<file path="src/rtl/evsync_pkg.sv">
package evsync_pkg;
  localparam int QUEUE_CNT = 5;
  localparam int FLAG_CNT  = 16;
  localparam int IDX_W     = $clog2(FLAG_CNT);

  // strobes from control to the flag bank for one cycle
  typedef struct packed {
    logic [FLAG_CNT-1:0] setMask;
    logic [FLAG_CNT-1:0] clrMask;
    logic                ovfHit;
  } flagStrobe_t;
endpackage

</file>
<file path="src/rtl/evsync_set_decode.sv">
module evsync_set_decode
  import evsync_pkg::*;
#(
  parameter int NQ = QUEUE_CNT,
  parameter int NF = FLAG_CNT,
  localparam int IW = $clog2(NF)
) (
  input  logic [NQ-1:0]    setGrant,
  input  logic [NQ*IW-1:0] setIdx,
  output logic [NF-1:0]    setMask,
  output logic [NF-1:0]    setMulti
);
  // per flag: which queues are setting it this cycle
  for (genvar f = 0; f < NF; f++) begin : g_flag
    logic [NQ-1:0] hitVec;
    for (genvar q = 0; q < NQ; q++) begin : g_q
      assign hitVec[q] = setGrant[q] && (setIdx[q*IW +: IW] == IW'(f));
    end
    assign setMask[f]  = |hitVec;
    assign setMulti[f] = $countones(hitVec) > 1;
  end
endmodule

</file>
<file path="src/rtl/evsync_wait_arb.sv">
module evsync_wait_arb
  import evsync_pkg::*;
#(
  parameter int NQ = QUEUE_CNT,
  parameter int NF = FLAG_CNT,
  localparam int IW = $clog2(NF)
) (
  input  logic [NQ-1:0]    waitReq,
  input  logic [NQ*IW-1:0] waitIdx,
  input  logic [NF-1:0]    flagAvail,
  output logic [NQ-1:0]    waitGrant,
  output logic [NF-1:0]    taken
);
  logic [NF-1:0][NQ-1:0] grantPerFlag;

  for (genvar f = 0; f < NF; f++) begin : g_flag
    logic [NQ-1:0] reqVec;
    logic [NQ-1:0] lowOne;
    for (genvar q = 0; q < NQ; q++) begin : g_q
      assign reqVec[q] = waitReq[q] && (waitIdx[q*IW +: IW] == IW'(f));
    end
    // fixed priority: lowest queue number wins
    assign lowOne = reqVec & (~reqVec + NQ'(1));
    assign grantPerFlag[f] = flagAvail[f] ? lowOne : '0;
    assign taken[f] = |grantPerFlag[f];
  end

  always_comb begin
    waitGrant = '0;
    for (int f = 0; f < NF; f++) begin
      waitGrant = waitGrant | grantPerFlag[f];
    end
  end
endmodule

</file>
<file path="src/rtl/evsync_ctrl.sv">
module evsync_ctrl
  import evsync_pkg::*;
#(
  parameter int NQ = QUEUE_CNT,
  localparam int NF = FLAG_CNT,
  localparam int IW = $clog2(NF)
) (
  input  logic [NQ-1:0]    setReq,
  input  logic [NQ*IW-1:0] setIdx,
  input  logic [NQ-1:0]    accessDone,
  input  logic [NQ-1:0]    waitReq,
  input  logic [NQ*IW-1:0] waitIdx,
  input  logic [NF-1:0]    flagQ,
  output logic [NQ-1:0]    setGrant,
  output logic [NQ-1:0]    waitGrant,
  output flagStrobe_t      strobe
);
  logic [NF-1:0] setMask;
  logic [NF-1:0] setMulti;
  logic [NF-1:0] flagAvail;
  logic [NF-1:0] taken;

  // a set is accepted only once its memory accesses are complete
  assign setGrant = setReq & accessDone;

  evsync_set_decode #(.NQ(NQ), .NF(NF)) setDec_i (
    .setGrant (setGrant),
    .setIdx   (setIdx),
    .setMask  (setMask),
    .setMulti (setMulti)
  );

  // set-first ordering: same-cycle sets are visible to waiters
  assign flagAvail = flagQ | setMask;

  evsync_wait_arb #(.NQ(NQ), .NF(NF)) waitArb_i (
    .waitReq   (waitReq),
    .waitIdx   (waitIdx),
    .flagAvail (flagAvail),
    .waitGrant (waitGrant),
    .taken     (taken)
  );

  always_comb begin
    strobe.setMask = setMask;
    strobe.clrMask = taken;
    strobe.ovfHit  = |((flagQ & setMask) | setMulti);
  end
endmodule

</file>
<file path="src/rtl/evsync_flags.sv">
module evsync_flags
  import evsync_pkg::*;
#(
  localparam int NF = FLAG_CNT
) (
  input  logic        clk,
  input  logic        rst,
  input  flagStrobe_t strobe,
  output logic [NF-1:0] flagQ,
  output logic        ovfQ
);
  always_ff @(posedge clk) begin
    if (rst) begin
      flagQ <= '0;
      ovfQ  <= 1'b0;
    end else begin
      flagQ <= (flagQ | strobe.setMask) & ~strobe.clrMask;
      if (strobe.ovfHit) ovfQ <= 1'b1;
    end
  end
endmodule

</file>
<file path="src/rtl/queue_event_sync.sv">
module queue_event_sync
  import evsync_pkg::*;
#(
  parameter int NQ = QUEUE_CNT,
  localparam int NF = FLAG_CNT,
  localparam int IW = $clog2(NF)
) (
  input  logic             clk,
  input  logic             rst,
  input  logic [NQ-1:0]    setReq,
  input  logic [NQ*IW-1:0] setIdx,
  input  logic [NQ-1:0]    accessDone,
  output logic [NQ-1:0]    setGrant,
  input  logic [NQ-1:0]    waitReq,
  input  logic [NQ*IW-1:0] waitIdx,
  output logic [NQ-1:0]    waitGrant,
  output logic             overflow
);
  flagStrobe_t   strobe;
  logic [NF-1:0] flagQ;

  evsync_ctrl #(.NQ(NQ)) ctrl_i (
    .setReq     (setReq),
    .setIdx     (setIdx),
    .accessDone (accessDone),
    .waitReq    (waitReq),
    .waitIdx    (waitIdx),
    .flagQ      (flagQ),
    .setGrant   (setGrant),
    .waitGrant  (waitGrant),
    .strobe     (strobe)
  );

  evsync_flags flags_i (
    .clk    (clk),
    .rst    (rst),
    .strobe (strobe),
    .flagQ  (flagQ),
    .ovfQ   (overflow)
  );
endmodule

</file>
<file path="config.mk">
export PLATFORM = sky130hd
export DESIGN_NAME = queue_event_sync
export DESIGN_NICKNAME = d
export VERILOG_FILES = /design/src/rtl/evsync_pkg.sv /design/src/rtl/evsync_set_decode.sv /design/src/rtl/evsync_wait_arb.sv /design/src/rtl/evsync_ctrl.sv /design/src/rtl/evsync_flags.sv /design/src/rtl/queue_event_sync.sv
export SDC_FILE = /design/constraint.sdc
export NUM_CORES = 1
export LEC_CHECK = 0
export CAP_MARGIN = 20
export CORE_MARGIN = 2
export CORE_UTILIZATION = 44
export CTS_CLUSTER_SIZE = 24
export DETAILED_ROUTE_END_ITERATION = 8
export DONT_BUFFER_PORTS = 1
export GPL_ROUTABILITY_DRIVEN = 0
export PLACE_DENSITY = 0.56
export SYNTH_ARGS = -nofsm -noshare
export SYNTH_HDL_FRONTEND = slang
export SYNTH_SLANG_ARGS = --single-unit
</file>
<file path="constraint.sdc">
create_clock -name clk -period 3.4 [get_ports clk]
set_input_delay 0.34 -clock clk [delete_from_list [all_inputs] [get_ports clk]]
set_output_delay 0.34 -clock clk [all_outputs]
set_load 0.02 [all_outputs]
</file>
# == Word level (Yosys, flattened, before mapping) ==
# Index checks and enable logic that the tools add are counted.
# op_classes
n_eq_ne,150
n_mux,16
add_sub_neg,80
n_reduce_logical,203
order_cmp,16
bitwise_logic,53
# ops
operator,n
equality test 4 bit (second input constant),80
equality test 4 x 3 -> 1 bit (second input constant),40
logical AND 1 bit,160
OR reduction 5 bit,32
bitwise AND 5 bit,17
adder 5 x 1 -> 5 bit (second input constant),16
equality test 4 x 2 -> 1 bit (second input constant),20
2-to-1 mux 5 bit,16
NOT 5 bit,16
bitwise OR 5 bit,15
adder 1 x 1 -> 2 bit,32
adder 3 x 1 -> 4 bit,16
> comparator 4 x 1 -> 1 bit (second input constant),16
adder 2 x 2 -> 3 bit,16
equality test 4 x 1 -> 1 bit (second input constant),10
logical NOT 4 bit,10
bitwise AND 16 bit,2
bitwise OR 16 bit,2
NOT 16 bit,1
OR reduction 16 bit,1
# totals
reg_bits,17
out_inout_bits,11
elab_cells,520
in_bits,57

# == Logic depth before layout (Yosys ltp) ==
# depth
depth_word,21
mapped_depth,13
ltp_nobuf,13

# == Cells and area by module ==
# From an unflattened synthesis, not the netlist that was laid out.
# hier_totals
cells_unflattened,633
area_unflattened_um2,4388.0
# by_module_without_submodules
mod,n_inst,seq_area_each_um2,cells_per_inst,area_each_um2
evsync_set_decode,1,0.0,255,1863.0
evsync_wait_arb,1,0.0,288,1687.9
evsync_flags,1,340.3,53,570.5
evsync_ctrl,1,0.0,37,266.5

# == Worst setup path after synthesis ==
# Ideal clock, no wire load.
# synth_path
kind,input to register
start,input setIdx[14]
end,register flags_i.ovfQ
arrival_ns,2.755
setup_time_ns,0.147
path_buffers,1
cell_stages,13
slack_ns,0.498
required_ns,3.253
cell_sequence,and4b_1 -> clkbuf_1 -> and2_4 -> inv_1 -> fa_1 -> inv_1 -> ha_1 -> nor4_1 -> nand2_1 -> nor4_1 -> o221ai_1 -> a2111oi_0 -> a41oi_1
# synth_between
elab_chain_cells,8
word_cells_on_any_way,115
classes_between,add/sub: 48; order compare: 16; eq/ne: 15; bitwise: 2; reduce/logical: 34
# synth_rtl
element,line_no,rtl
from (decl),queue_event_sync.sv:11,"input logic [NQ*IW-1:0] setIdx,"
equality test 4 x 1 -> 1 bit (tied with other cells),evsync_set_decode.sv:17,assign hitVec[q] = setGrant[q] && (setIdx[q*IW +: IW] == IW'(f));
logical AND 1 bit,evsync_set_decode.sv:17,
adder 1 x 1 -> 2 bit (not written as such),evsync_set_decode.sv:20,assign setMulti[f] = $countones(hitVec) > 1;
adder 2 x 2 -> 3 bit (not written as such),evsync_set_decode.sv:20,
adder 3 x 1 -> 4 bit (not written as such),evsync_set_decode.sv:20,
> comparator 4 x 1 -> 1 bit,evsync_set_decode.sv:20,
bitwise OR 16 bit *,evsync_ctrl.sv:47,strobe.ovfHit = |((flagQ & setMask) | setMulti);
OR reduction 16 bit *,evsync_ctrl.sv:47,
to (signal assigned),evsync_flags.sv:15,ovfQ <= 1'b0;
to (signal assigned),evsync_flags.sv:18,if (strobe.ovfHit) ovfQ <= 1'b1;
to (decl),evsync_flags.sv:10,output logic ovfQ
# Mark *: on every way between the ends. The rest lies on a longest branch, timed or not.
# A chain may end at the register's enable or synchronous reset.

# == Worst setup path in the final report ==
# layout_path
start,input setIdx[12]
end,register flags_i.ovfQ
# Same word-level chain as after synthesis.

==> run_results.csv <==
group,metric,value,unit
synthesis,avgSynthCellArea,6.776,um2
sta,rsz0062_at_grt,"false",
cells_and_area,nets,738,
routing,vias,5118,
global_routing,use_met3,0.04309,
power,finalPower,669.1,uW
routing,wl,16.89,mm
cells_and_area,finish.instance_area,0.004536,mm2
routing,drc,0,
synthesis,netlist_area,0.004235,mm2
global_routing,grt_usage,0.3213,
worst_setup_path,startpoint,"setIdx[12]",
clock_tree,cts.clk_slew.worst_paths,80,ps
synthesis,synthCells,625,
power,vdd_ir_drop_max,135.1,uV
floorplanning,die_w,102.1,um
power,power.density,147.5,mW/mm2
cells_and_area,syn2layout_area_growth,7.090,%
synthesis,muxShareOfSynthArea,0.002659,
sta,period_share,0.9081,
min_path,hold_path.class,"input pin to flop",
floorplanning,core-area,0.009284,mm2
place,dpl.hpwl,14.12,mm
routing,drtIter0Drc,429,
min_path,min_from,"rst",
floorplanning,io_pins,68,
clock_tree,cts_inserted_buffers,3,
place,dpl_cell_area,0.004487,mm2
worst_setup_path,critPathLaunchType,"input pin",
sta,slew_viol_final,0,
worst_setup_path,cp_max_fo,5,
floorplanning,start_util,0.4562,
synthesis,synth_area_leaders,"ha_1, nand2_1, dfxtp_1",
sta,whs,146.7,ps
synthesis,yosysWarnings,0,
clock_tree,clock_latency,260,ps
clock_tree,htree_levels,1,
worst_setup_path,timing.rr.start,"flags_i.ovfQ",
sta,timing.fmax,0.3239,GHz
worst_setup_path,crit_arrival,3220,ps
synthesis,synth-compound-area-share,0.1554,
sta,worst-slew-pin-transition,625.6,ps
synthesis,synth_edf_count,0,
routing,via_per_inst,6.717,
clock_tree,cts.sinks,17,
sta,setup_viol_count_final,0,
worst_setup_path,cp-end-kind,"flop",
global_routing,grt_pass1_wl,25.49,mm
sta,fin_skew,14.76,ps
floorplanning,dieArea,0.01043,mm2
synthesis,yosys.area_share.simple,0.5453,
global_routing,met2_usage,0.5536,
synthesis,yosys.area_share.adder,0.1702,
cells_and_area,num-fill-cells,965,
clock_tree,cts_resized,0,
synthesis,synth-xor-area-share,0,
routing,ant_nets,0,
sta,period_minus_slack,3087,ps
cells_and_area,layout-drive-gt1-share,0.09019,
sta,hold_viol_final,0,
place,numPortBuffers,0,
floorplanning,fp.dieH,102.1,um
floorplanning,num_rows,35,
worst_setup_path,path_class,"input pin to flop",
clock_tree,post_cts_buffers,0,
synthesis,synth_cell_types,67,
global_routing,antenna_found_initial,0,
synthesis,synth_top_family_by_area,"simple AND/OR/NAND/NOR gates",
synthesis,synthArstFlopShare,0,
clock_tree,clock_path_buffers,2,
global_routing,grt_start_max_net_pins,18,
power,cellLeakagePower,0.001714,uW
routing,post_drt_wl_per_cell,22.17,um
global_routing,grt_use_met1,0.3831,
global_routing,grt_overflow,0,
global_routing,first_global_vias,4698,
synthesis,yosysSeqAreaShare,0.08035,
sta,slew_headroom,0.5820,
sta,setup_tns,0,ps
synthesis,yosys.area.top_type_share,0.09453,
place,pre_cts_slack,101.2,ps
sta,post-route-worst-setup-slack,312.5,ps
clock_tree,tritoncts,"done",
routing,dr.pass1.iters,5,
global_routing,top_usage_layer,"met2",
synthesis,ys.flop_type,"dfxtp_1",
clock_tree,root_buffer,"clkbuf_8",
synthesis,syn-num-nets,730,
synthesis,ys_ff_latch,17,
worst_setup_path,cp_data_required_time,3530,ps
synthesis,synth_top_area_cell,"ha_1",
job,maxCapViolCount,0,
outcome,status,"finished clean",
clock_tree,cts_hold_buf,0,
-- per-layer routing --
| layer | vias up | wire length, um |
|---|---|---|
| li1 | 2341 | - |
| met1 | 2353 | 6344 |
| met2 | 335 | 7923 |
| met3 | 89 | 1444 |
| met4 | 0 | 1180 |
| met5 | - | 0 |
-- cells in the mapped netlist (16+ instances only) --
master / n
fa_1: 16
nor3_1: 33
nand4_1: 17
dfxtp_1: 17
nand2_1: 96
clkbuf_1: 16
ha_1: 32
nor4_1: 22
nand4b_1: 17
nor2b_1: 18
nor2_1: 78
nand3_1: 47
inv_1: 28
-- per-stage QoR --
stage          cells    util
2_1_floorplan    625       -
3_3_place_gp     757  0.4833
3_5_place_dp     757  0.4833
4_1_cts          761  0.4883
5_1_grt          761  0.4883
6_report         762  0.4885
-- worst max-delay path: stages --
cell	delay, ps
nand4b_1	170
nor3_1	460
inv_1	120
fa_1	500
inv_1	40
ha_1	170
nor4b_1	290
nand2_1	80
nor4_1	240
o221ai_1	170
a2111oi_0	470
a41oi_1	160
-- kinds of logic (layout without fill, tap and decap cells) --
| group | Yosys count | in the layout |
|---|---|---|
| compound gates | 87 | 87 |
| fa+ha+maj | 48 | 48 |
| buf+inv | 49 | 56 |
| flops | 17 | 17 |
| mux | 1 | 1 |
| other cells | 0 | 1 |
| simple gates | 423 | 423 |
-- state kept, by name, summed over array words and instances, names as in the netlist --
name           cells
flags_i.flagQ     16
flags_i.ovfQ       1
-- layout make-up --
type	count	area [um2]	share of cell area
antenna	1	2.502	0.0005517
tap	129	161.4	0.03559
inverter	28	105.1	0.02317
sequential	17	340.3	0.07503
clock buffer	3	41.29	0.009103
timing repair buffer	24	180.2	0.03972
clock inverter	1	5.005	0.001103
multi-input combinational	559	3700	0.8157
-- worst paths after layout --
path,cells past startpoint,to,slack (ps)
setup / recovery,12,flags_i.ovfQ,310
setup reg to reg,6,flags_i.ovfQ,1460
hold / removal,1,flags_i.ovfQ,150
hold reg to reg,2,flags_i.ovfQ,640
-- layout by cell type, fill, tap and decap left out, types with 15 or more instances in the layout --
cell	count
nand2_1	96
nor2_1	78
nand3_1	47
nor3_1	33
ha_1	32
inv_1	28
buf_4	24
nor4_1	22
nor2b_1	18
nand4b_1	17
nand4_1	17
dfxtp_1	17
fa_1	16
nor3b_1	15
-- where the power goes --
part           switching (uW)  total [uW]  internal [uW]
logic                     190         296            106
clock network            71.9         153           81.3
registers                10.0         220            210
(Power assumes the default switching activity.)
